--- config.mk ---
export PLATFORM = sky130hd
export DESIGN_NAME = bpt_loader
export DESIGN_NICKNAME = d
export VERILOG_FILES = /design/src/rtl/bpt_pkg.sv /design/src/rtl/bpt_walker.sv /design/src/rtl/bpt_cursor.sv /design/src/rtl/bpt_lane.sv /design/src/rtl/bpt_loader.sv
export SDC_FILE = /design/constraint.sdc
export NUM_CORES = 1
export LEC_CHECK = 0
export BUFFER_PORTS_ARGS = -buffer_cell sky130_fd_sc_hd__buf_2
export CAP_MARGIN = 40
export CORE_MARGIN = 1.5
export CORE_UTILIZATION = 57
export CTS_CLUSTER_DIAMETER = 100
export DETAILED_ROUTE_END_ITERATION = 7
export GPL_TIMING_DRIVEN = 0
export PLACE_DENSITY_LB_ADDON = 0.25
export SLEW_MARGIN = 20
export SYNTH_ARGS = -nofsm -noshare
export SYNTH_HDL_FRONTEND = slang
export SYNTH_SLANG_ARGS = --single-unit
--- constraint.sdc ---
create_clock -name clk -period 8 [get_ports clk]
set_input_delay 1.6 -clock clk [delete_from_list [all_inputs] [get_ports clk]]
set_output_delay 1.6 -clock clk [all_outputs]
set_load 0.01 [all_outputs]
--- src/rtl/bpt_pkg.sv ---
package bpt_pkg;
   typedef enum logic [2:0] {
      OP_TGL_AT  = 3'd0,
      OP_TGL_CUR = 3'd1,
      OP_FILL    = 3'd2,
      OP_SWEEP   = 3'd3
   } bpt_op_e;

   typedef enum logic [2:0] {
      ST_IDLE,
      ST_RD,
      ST_MOD,
      ST_WR,
      ST_RUN
   } bpt_state_e;
endpackage

--- src/rtl/bpt_walker.sv ---
module bpt_walker #(
   parameter int ADDR_W = 16
) (
   input  logic              clk,
   input  logic              rst_n,
   input  logic              load,
   input  logic [ADDR_W-1:0] ld_start,
   input  logic [ADDR_W-1:0] ld_end,
   input  logic              adv,
   output logic [ADDR_W-1:0] addr,
   output logic              at_end
);
   logic [ADDR_W-1:0] addr_q, end_q;

   always_ff @(posedge clk or negedge rst_n) begin
      if (!rst_n) begin
         addr_q <= '0;
         end_q  <= '0;
      end else if (load) begin
         addr_q <= ld_start;
         end_q  <= ld_end;
      end else if (adv) begin
         addr_q <= addr_q + ADDR_W'(1);
      end
   end

   assign addr   = addr_q;
   assign at_end = (addr_q == end_q);

   AST_WALK_ASCEND: assert property (@(posedge clk) disable iff (!rst_n)
      (adv && !load) |=> (addr == $past(addr) + ADDR_W'(1)));
endmodule

--- src/rtl/bpt_cursor.sv ---
module bpt_cursor #(
   parameter int ADDR_W = 16
) (
   input  logic              clk,
   input  logic              rst_n,
   input  logic              en,
   input  logic              set,
   input  logic [ADDR_W-1:0] set_val,
   input  logic              up,
   input  logic              dn,
   output logic [ADDR_W-1:0] cur
);
   logic [ADDR_W-1:0] cur_q;

   always_ff @(posedge clk or negedge rst_n) begin
      if (!rst_n)
         cur_q <= '0;
      else if (set)
         cur_q <= set_val;
      else if (en && up && !dn)
         cur_q <= cur_q + ADDR_W'(1);
      else if (en && dn && !up)
         cur_q <= cur_q - ADDR_W'(1);
   end

   assign cur = cur_q;

   AST_CURSOR_FROZEN: assert property (@(posedge clk) disable iff (!rst_n)
      (!en && !set) |=> $stable(cur));
endmodule

--- src/rtl/bpt_lane.sv ---
module bpt_lane #(
   parameter int DATA_W = 8
) (
   input  logic              clk,
   input  logic              rst_n,
   input  logic              cap,
   input  logic [DATA_W-1:0] rdata,
   input  logic              sel_cov,
   input  logic              sel_inv,
   input  logic              fill_val,
   output logic [DATA_W-1:0] wdata
);
   logic [DATA_W-1:0] hold_q;

   always_ff @(posedge clk or negedge rst_n) begin
      if (!rst_n)
         hold_q <= '0;
      else if (cap)
         hold_q <= rdata;
   end

   always_comb begin
      if (sel_cov)
         wdata = '1;
      else if (sel_inv)
         wdata = ~hold_q;
      else
         wdata = {DATA_W{fill_val}};
   end
endmodule

--- src/rtl/bpt_loader.sv ---
module bpt_loader
   import bpt_pkg::*;
#(
   parameter int ADDR_W   = 16,
   parameter int DATA_W   = 8,
   parameter int N_TABLES = 4,
   localparam int BIT_W   = $clog2(DATA_W)
) (
   input  logic                       clk,
   input  logic                       rst_n,
   input  logic                       cpu_halted,
   input  logic                       cmd_valid,
   input  logic [2:0]                 cmd_op,
   input  logic [N_TABLES-1:0]        cmd_tsel,
   input  logic [BIT_W-1:0]           cmd_bit,
   input  logic [ADDR_W-1:0]          cmd_addr,
   input  logic [ADDR_W-1:0]          cmd_end,
   input  logic                       cmd_val,
   input  logic                       step_up,
   input  logic                       step_dn,
   input  logic                       cov_en,
   input  logic                       cov_strobe,
   input  logic [N_TABLES-1:0]        cov_tsel,
   input  logic [BIT_W-1:0]           cov_bit,
   input  logic [ADDR_W-1:0]          cov_value,
   output logic                       busy,
   output logic                       done,
   output logic [ADDR_W-1:0]          cursor,
   output logic [ADDR_W-1:0]          ram_addr,
   output logic                       ram_re,
   output logic [N_TABLES-1:0]        ram_we,
   output logic [DATA_W-1:0]          ram_wmask,
   output logic [N_TABLES*DATA_W-1:0] ram_wdata,
   input  logic [N_TABLES*DATA_W-1:0] ram_rdata
);
   generate
      if (ADDR_W < 1 || ADDR_W > 32) begin : g_bad_addr
         $error("bpt_loader: ADDR_W must lie in 1..32");
      end
      if (DATA_W < 2) begin : g_bad_data
         $error("bpt_loader: DATA_W must be at least 2");
      end
      if (N_TABLES < 1) begin : g_bad_tables
         $error("bpt_loader: N_TABLES must be at least 1");
      end
   endgenerate

   bpt_state_e        state_q;
   bpt_op_e           op_in;
   logic              op_legal, accept, fill_empty, go_rmw, go_run;
   logic [ADDR_W-1:0] walk_addr, ld_start, ld_end;
   logic              walk_last;
   logic              full_q, val_q, done_q;
   logic [BIT_W-1:0]  bit_q;
   logic [N_TABLES-1:0] tsel_q;
   logic              cov_v;
   logic [ADDR_W-1:0] cov_addr_q;
   logic [BIT_W-1:0]  cov_bit_q;
   logic [N_TABLES-1:0] cov_tsel_q;
   logic              idle_ok;

   assign op_in      = bpt_op_e'(cmd_op);
   assign op_legal   = (op_in == OP_TGL_AT) || (op_in == OP_TGL_CUR) ||
                       (op_in == OP_FILL)   || (op_in == OP_SWEEP);
   assign idle_ok    = (state_q == ST_IDLE) && cpu_halted && !cov_en;
   assign accept     = cmd_valid && idle_ok && op_legal;
   assign fill_empty = (op_in == OP_FILL) && (cmd_addr > cmd_end);
   assign go_rmw     = accept && ((op_in == OP_TGL_AT) || (op_in == OP_TGL_CUR));
   assign go_run     = accept && ((op_in == OP_SWEEP) ||
                                  ((op_in == OP_FILL) && !fill_empty));

   always_comb begin
      case (op_in)
         OP_TGL_CUR: begin ld_start = cursor;   ld_end = cursor;   end
         OP_SWEEP:   begin ld_start = '0;       ld_end = '1;       end
         default:    begin ld_start = cmd_addr; ld_end = cmd_end;  end
      endcase
   end

   bpt_walker #(.ADDR_W(ADDR_W)) u_walk (
      .clk      (clk),
      .rst_n    (rst_n),
      .load     (accept),
      .ld_start (ld_start),
      .ld_end   (ld_end),
      .adv      (state_q == ST_RUN),
      .addr     (walk_addr),
      .at_end   (walk_last)
   );

   bpt_cursor #(.ADDR_W(ADDR_W)) u_cur (
      .clk     (clk),
      .rst_n   (rst_n),
      .en      (idle_ok),
      .set     (accept && (op_in == OP_TGL_AT)),
      .set_val (cmd_addr),
      .up      (step_up),
      .dn      (step_dn),
      .cur     (cursor)
   );

   always_ff @(posedge clk or negedge rst_n) begin
      if (!rst_n) begin
         state_q <= ST_IDLE;
         done_q  <= 1'b0;
         full_q  <= 1'b0;
         val_q   <= 1'b0;
         bit_q   <= '0;
         tsel_q  <= '0;
      end else begin
         done_q <= 1'b0;
         case (state_q)
            ST_IDLE: begin
               if (accept) begin
                  full_q <= (op_in == OP_SWEEP);
                  val_q  <= cmd_val;
                  bit_q  <= cmd_bit;
                  tsel_q <= cmd_tsel;
                  if (go_rmw)
                     state_q <= ST_RD;
                  else if (go_run)
                     state_q <= ST_RUN;
                  else
                     done_q <= 1'b1;
               end
            end
            ST_RD:  state_q <= ST_MOD;
            ST_MOD: state_q <= ST_WR;
            ST_WR: begin
               state_q <= ST_IDLE;
               done_q  <= 1'b1;
            end
            ST_RUN: begin
               if (walk_last) begin
                  state_q <= ST_IDLE;
                  done_q  <= 1'b1;
               end
            end
            default: state_q <= ST_IDLE;
         endcase
      end
   end

   always_ff @(posedge clk or negedge rst_n) begin
      if (!rst_n) begin
         cov_v      <= 1'b0;
         cov_addr_q <= '0;
         cov_bit_q  <= '0;
         cov_tsel_q <= '0;
      end else begin
         cov_v      <= cov_en && cov_strobe && (state_q == ST_IDLE);
         cov_addr_q <= cov_value;
         cov_bit_q  <= cov_bit;
         cov_tsel_q <= cov_tsel;
      end
   end

   logic seq_wr;
   assign seq_wr = (state_q == ST_WR) || (state_q == ST_RUN);

   assign busy     = (state_q != ST_IDLE);
   assign done     = done_q;
   assign ram_re   = (state_q == ST_RD);
   assign ram_addr = cov_v ? cov_addr_q : walk_addr;

   always_comb begin
      if (cov_v)
         ram_we = cov_tsel_q;
      else if (seq_wr)
         ram_we = tsel_q;
      else
         ram_we = '0;
   end

   always_comb begin
      if (cov_v)
         ram_wmask = DATA_W'(1) << cov_bit_q;
      else if (full_q)
         ram_wmask = '1;
      else
         ram_wmask = DATA_W'(1) << bit_q;
   end

   for (genvar t = 0; t < N_TABLES; t++) begin : g_lane
      bpt_lane #(.DATA_W(DATA_W)) u_lane (
         .clk      (clk),
         .rst_n    (rst_n),
         .cap      (state_q == ST_MOD),
         .rdata    (ram_rdata[t*DATA_W +: DATA_W]),
         .sel_cov  (cov_v),
         .sel_inv  (state_q == ST_WR),
         .fill_val (val_q),
         .wdata    (ram_wdata[t*DATA_W +: DATA_W])
      );
   end

   AST_DONE_PULSE: assert property (@(posedge clk) disable iff (!rst_n)
      done |=> !done);
   AST_DONE_IDLE: assert property (@(posedge clk) disable iff (!rst_n)
      done |-> !busy);
   AST_READ_NO_WRITE: assert property (@(posedge clk) disable iff (!rst_n)
      ram_re |-> (ram_we == '0));
   AST_READ_THEN_BUSY: assert property (@(posedge clk) disable iff (!rst_n)
      ram_re |=> (busy && !ram_re && ram_we == '0));
   AST_COV_ONE_BIT: assert property (@(posedge clk) disable iff (!rst_n)
      (!busy && ram_we != '0) |-> $onehot(ram_wmask));
   AST_IDLE_UNHALTED: assert property (@(posedge clk) disable iff (!rst_n)
      (!busy && !cpu_halted && !cmd_valid) |=> !busy);
endmodule

## Word level (Yosys, flattened, before mapping)

Cells that the tools add are included.

| operators by class | value |
|---|---|
| add/subtract/negate cells | 3 |
| magnitude comparators | 1 |
| equality and inequality tests | 11 |
| shift operators | 2 |
| mux-type cells | 30 |
| bitwise logic cells | 4 |
| reductions and logical operators | 31 |

Operators by type and width:

| operator | count |
|---|---|
| 16-bit two-way mux | 6 |
| 8-bit two-way mux | 10 |
| 16-bit one-hot mux with 2 select lines | 2 |
| 16-bit by 1-bit adder with 16-bit output (second input constant) | 2 |
| 8-bit inverter | 4 |
| 16-bit == test | 1 |
| 16-bit greater-than comparator | 1 |
| 1-bit by 3-bit << shifter with 8-bit output (first input constant) | 2 |
| 16-bit by 1-bit subtractor with 16-bit output (second input constant) | 1 |
| 1-bit logical AND | 15 |
| 3-bit by 2-bit == test with 1-bit output (second input constant) | 4 |
| 3-bit two-way mux | 4 |
| 3-bit one-hot mux with 4 select lines | 1 |
| 4-bit two-way mux | 2 |
| 3-bit by 1-bit == test with 1-bit output (second input constant) | 2 |
| 3-bit logical NOT | 2 |
| 3-bit nonzero test | 2 |
| 1-bit logical OR | 5 |
| 1-bit logical NOT | 4 |
| 1-bit two-way mux | 4 |
| 2-bit inequality test (second input constant) | 2 |
| 3-bit == test (second input constant) | 1 |
| 3-bit inequality test (second input constant) | 1 |
| 1-bit one-hot mux with 3 select lines | 1 |
| other kinds (3) | 3 |

| storage, ports and cells | value |
|---|---|
| bits in registers | 117 |
| input bits | 106 |
| output and inout port bits | 79 |
| logic and storage cells | 99 |

## Depth between registers and ports, before layout

| logic depth | value |
|---|---|
| depth after elaboration | 10 |
| depth in mapped cells | 10 |
| mapped depth without buffers | 9 |

## Modules after synthesis

A second synthesis with hierarchy kept.

| second synthesis, totals | value |
|---|---|
| cells, all modules | 781 |
| area total of the unflattened synthesis | 7,334.5 um^2 |

Modules (own cells, without submodules):

| module | instances | cells an instance | area each (um^2) | sequential area each (um^2) |
|---|---|---|---|---|
| bpt_loader | 1 | 291 | 2,413.6 | 925.9 |
| bpt_lane | 4 | 37 | 427.9 | 200.2 |
| bpt_walker | 1 | 157 | 1,649.1 | 800.8 |
| bpt_cursor | 1 | 185 | 1,560.2 | 400.4 |

## Least setup slack after synthesis

OpenSTA, ideal clock, no wires.

| timing path | value |
|---|---|
| path kind | input to register |
| start point | in step_up |
| end point | reg u_cur.cur_q[14], in the netlist u_cur.cur[14] |
| library setup time | 127 ps |
| arrival time | 4,015 ps |
| data required time | 7,873 ps |
| setup slack | 3,858 ps |
| cell stages on the path | 9 |
| buffers on the path | 0 |
| cells stage by stage | nor2b_1 nand3_1 fa_1 a21o_1 a221oi_2 a211oi_2 or4_1 o211ai_1 a21oi_1 |

| on the way | value |
|---|---|
| word-level cells in the longest chain between the ends | 4 |
| elaborated cells on any way between the ends | 7 |
| classes of those cells | 2 x mux; 5 x reduce/logical |

Ends and longest elaborated chain:

| item | RTL line | text |
|---|---|---|
| start: declaration | bpt_loader.sv:19 | `input logic step_up,` |
| 1-bit logical AND (2 in a row) | bpt_cursor.sv:20 | `else if (en && up && !dn)` |
| 16-bit two-way mux | bpt_cursor.sv:20 |  |
| 16-bit two-way mux | bpt_cursor.sv:18 | `else if (set)` |
| end signal: assignment | bpt_cursor.sv:19 | `cur_q <= set_val;` |
| end signal: assignment | bpt_cursor.sv:21 | `cur_q <= cur_q + ADDR_W'(1);` |
| end signal: assignment | bpt_cursor.sv:23 | `cur_q <= cur_q - ADDR_W'(1);` |
| end: declaration | bpt_cursor.sv:13 | `logic [ADDR_W-1:0] cur_q;` |

Parallel ways exist; a longest one is shown, timed or not.
A chain may end at the register's enable or synchronous reset.

## Worst setup path after layout

| timing path | value |
|---|---|
| start point | reg state_q[0] |
| end point | out ram_wdata[22] |

| on the way | value |
|---|---|
| word-level cells in the longest chain between the ends | 3 |

Ends and longest elaborated chain:

| item | RTL line | text |
|---|---|---|
| start: declaration | bpt_loader.sv:48 | `bpt_state_e state_q;` |
| start signal: assignment | bpt_loader.sv:104 | `state_q <= ST_IDLE;` |
| start signal: assignment | bpt_loader.sv:120 | `state_q <= ST_RD;` |
| start signal: assignment | bpt_loader.sv:122 | `state_q <= ST_RUN;` |
| 3-bit by 2-bit == test with 1-bit output | bpt_loader.sv:191 | `.sel_inv (state_q == ST_WR),` |
| 8-bit two-way mux | bpt_lane.sv:25 | `else if (sel_inv)` |
| 8-bit two-way mux | bpt_lane.sv:23 | `if (sel_cov)` |
| end: declaration | bpt_loader.sv:33 | `output logic [N_TABLES*DATA_W-1:0] ram_wdata,` |

Every way passes these cells.

==> impl_metrics.yaml <==
status:
  status: "complete, no violations"
grt:
  antenna_found_initial: 0
  grt_overflow: 0
  grt_pass1_vias: 6130
  track_usage_pct: 31.7
  grt_first_pass_wirelength_microns: 31100
  grt_max_degree: 72
sta:
  setup-tns-final_ns: 0
  hold_violations: 0
  period_minus_slack_ns: 4.01
  slew_violations: 0
  period_share_pct: 50.2
  slew_headroom_pct: 48.5
  setup_viol: 0
  max_freq_ghz: 0.249
  worst_slew_pin_slew_ns: 0.764
  rsz0062_at_grt: "false"
  fin_skew_ns: 0.00470
power:
  switchingPower_uw: 1320
  peakVddDrop_uv: 276
  p_comb_share_pct: 44.9
  intPower_uw: 1980
  p_seq_share_pct: 32.9
  power.density_nw_per_um2: 395
  leakage_uw: 0.00387
  switching_share_pct: 40.0
  p_clk_share_pct: 22.2
clocking:
  cts_buffer_depth: 2
  postCtsSetupBuffers: 0
  cts.clk_slew.worst_paths_ns: 0.05
  cts_tree: "done"
  cts_max_level: 4
  ctsHoldBuffers: 0
  cts_sinks: 117
  root_buffer: "clkbuf_16"
  clock_latency_ns: 0.41
  post_cts_resized: 0
  cts_buffers: 17
routing:
  viasPerCell: 6.05
  routed_wl_microns: 19300
  drt_first_iter_violations: 588
  antenna_left: 0
  firstDrtPassIters: 5
  remaining_drc_errors: 0
  vias: 6285
  wl_per_cell_microns: 18.6
finish:
  fillers: 856
  diodes: 0
  postLayoutCoreUtil_pct: 73.4
  nets: 1021
  drive_gt1_share_pct: 31.8
  area_delta_synth_final_pct: 25.6
logic_synthesis:
  postSynthNetCount: 817
  ys_ff_latch: 117
  netlist_instances: 679
  yosysWarningCount: 0
  seq_area_frac_synth_pct: 43.9
  synth_flop_cell: "dfrtp_1"
  syn_area_sq_um: 6670
  ys_async_sr_fraction_pct: 100
  yosysTopAreaCell: "dfrtp_1"
  synth.most_common_cell: "dfrtp_1"
  yosys-top-cells-area: "dfrtp_1, mux2_2, ha_1"
  synth_top_area_share_pct: 43.9
  synth_common_cells: "dfrtp_1, nand2_1, mux2_2, o21ai_0, a21oi_1"
  synth_edf_count: 0
  syn-mean-instance-area_sq_um: 9.82
  synth.distinct_cells: 69
floorplan:
  start_util_pct: 58.4
  dieArea_sq_um: 12400
  core_area_sq_um: 11400
  die_h_microns: 111
  rows: 39
  fp.dieW_microns: 111
  ios: 185
hold_path:
  min_path_cells: 2
  hold_class: "flop to flop"
place:
  io_buffers: 183
  gp_congestion: 1.01
  dp_hpwl_microns: 14400
setup_path:
  cp-end-kind: "primary output"
  critPathMaxStageDelay_ns: 0.50
  critPathKind: "flop to primary output"
  cp_slowest_cell: "dfrtp_1"
  reg2regPathDepth: 10
  crit_arrival_ns: 2.41
  path_cells: "nand3b_1, a21oi_1, clkbuf_1, o21ai_0, buf_2"
  path_max_fanout: 10
  required_ns: 6.40
  critical_path.startpoint_type: "flop"
flow_run:
  drv_cap: 0
-- worst paths after layout --
check | startpoint | to | slack (ns)
worst min-delay path | tsel_q[2] | tsel_q[2] | 0.48
min in group asynchronous | rst_n | u_cur.cur[8] | 1.11
worst max-delay path | state_q[0] | ram_wdata[22] | 3.99
worst max register to register | state_q[1] | u_cur.cur[14] | 4.84
max in group asynchronous | rst_n | cov_tsel_q[1] | 6.18
worst min register to register | tsel_q[2] | tsel_q[2] | 0.48
-- critical path, delay by kind of cell (launching register included) --
| kind | cells | cell delay [ns] |
|---|---|---|
| simple gates | 1 | 0.29 |
| compound gates | 2 | 0.66 |
| flops | 1 | 0.50 |
| buf+inv | 2 | 0.54 |
-- per-stage QoR --
stage	setup WS (ns)	cells	power, uW	area (sq um)	hold slack, ns
after floorplan	3.86	679	2020	6670	0.446
after global placement	3.21	1005	2490	7760	0.460
after detailed placement	3.18	1006	2550	7800	0.466
after CTS	3.61	1038	3310	8370	0.481
after global routing	3.75	1039	3520	8380	0.512
final	3.99	1039	3310	8380	0.481
-- area by class of cell --
cell class / instances / area, sq um / area share (%)
buffer: 34 / 140 / 1.67
timing repair buffer: 185 / 961 / 11.5
clock buffer: 23 / 468 / 5.58
sequential: 117 / 2930 / 34.9
inverter: 26 / 97.6 / 1.16
tap: 143 / 179 / 2.14
clock inverter: 9 / 103 / 1.22
multi-input combinational: 502 / 3500 / 41.8
-- routing by layer --
layer	global-route usage [%]	share of wire, %
met1	42.3	40
met2	51.5	49
met3	6.56	8.9
met4	11.1	2.1
met5	0	0
-- flip-flops by register name, indices dropped and copies added (netlist names) --
register and count:
g_lane.u_lane.hold_q 32, cov_addr_q 16, u_cur.cur 16, u_walk.addr 16, u_walk.end_q 16, cov_tsel_q 4, tsel_q 4, bit_q 3
cov_bit_q 3, state_q 3, cov_v 1, done 1, full_q 1, val_q 1
-- cell usage in the layout (no fill, tap or decap), drive strengths merged, types with 3 or more instances in the layout --
cell type / n
nor2b: 4
o21ai: 48
ha: 31
nand2b: 4
xor2: 27
buf: 197
and4: 3
nor3b: 5
a31oi: 25
nand3: 7
a22oi: 4
clkinvlp: 3
xnor2: 11
nor3: 6
o211ai: 8
a21oi: 43
nor2: 30
nand4: 8
o221ai: 3
and2: 3
nor4b: 3
o22ai: 17
mux2: 48
inv: 26
dfrtp: 117
nor4: 5
a21o: 9
nand2: 89
a221oi: 16
and3: 7
clkbuf: 45
clkinv: 4
-- cell families after synthesis --
| family | synth area share, % |
|---|---|
| XOR/XNOR | 4.99 |
| multiplexers | 8.41 |
| buffers and inverters | 3.56 |
| AND/OR/NAND/NOR | 13.8 |
| adder cells (fa/ha/maj) | 6.12 |
| AO/OA/AOI/OAI | 19.2 |
| flip-flops | 43.9 |
-- power by group through the flow --
stage / logic (uW) / clock network (uW) / registers [uW]
after detailed placement: 1460 / 0 / 1090
after global placement: 1420 / 0 / 1070
after floorplan: 992 / 0 / 1030
after global routing: 1630 / 764 / 1120
after CTS: 1480 / 743 / 1080
final: 1490 / 734 / 1090
Power figures use the tool's default switching activity.
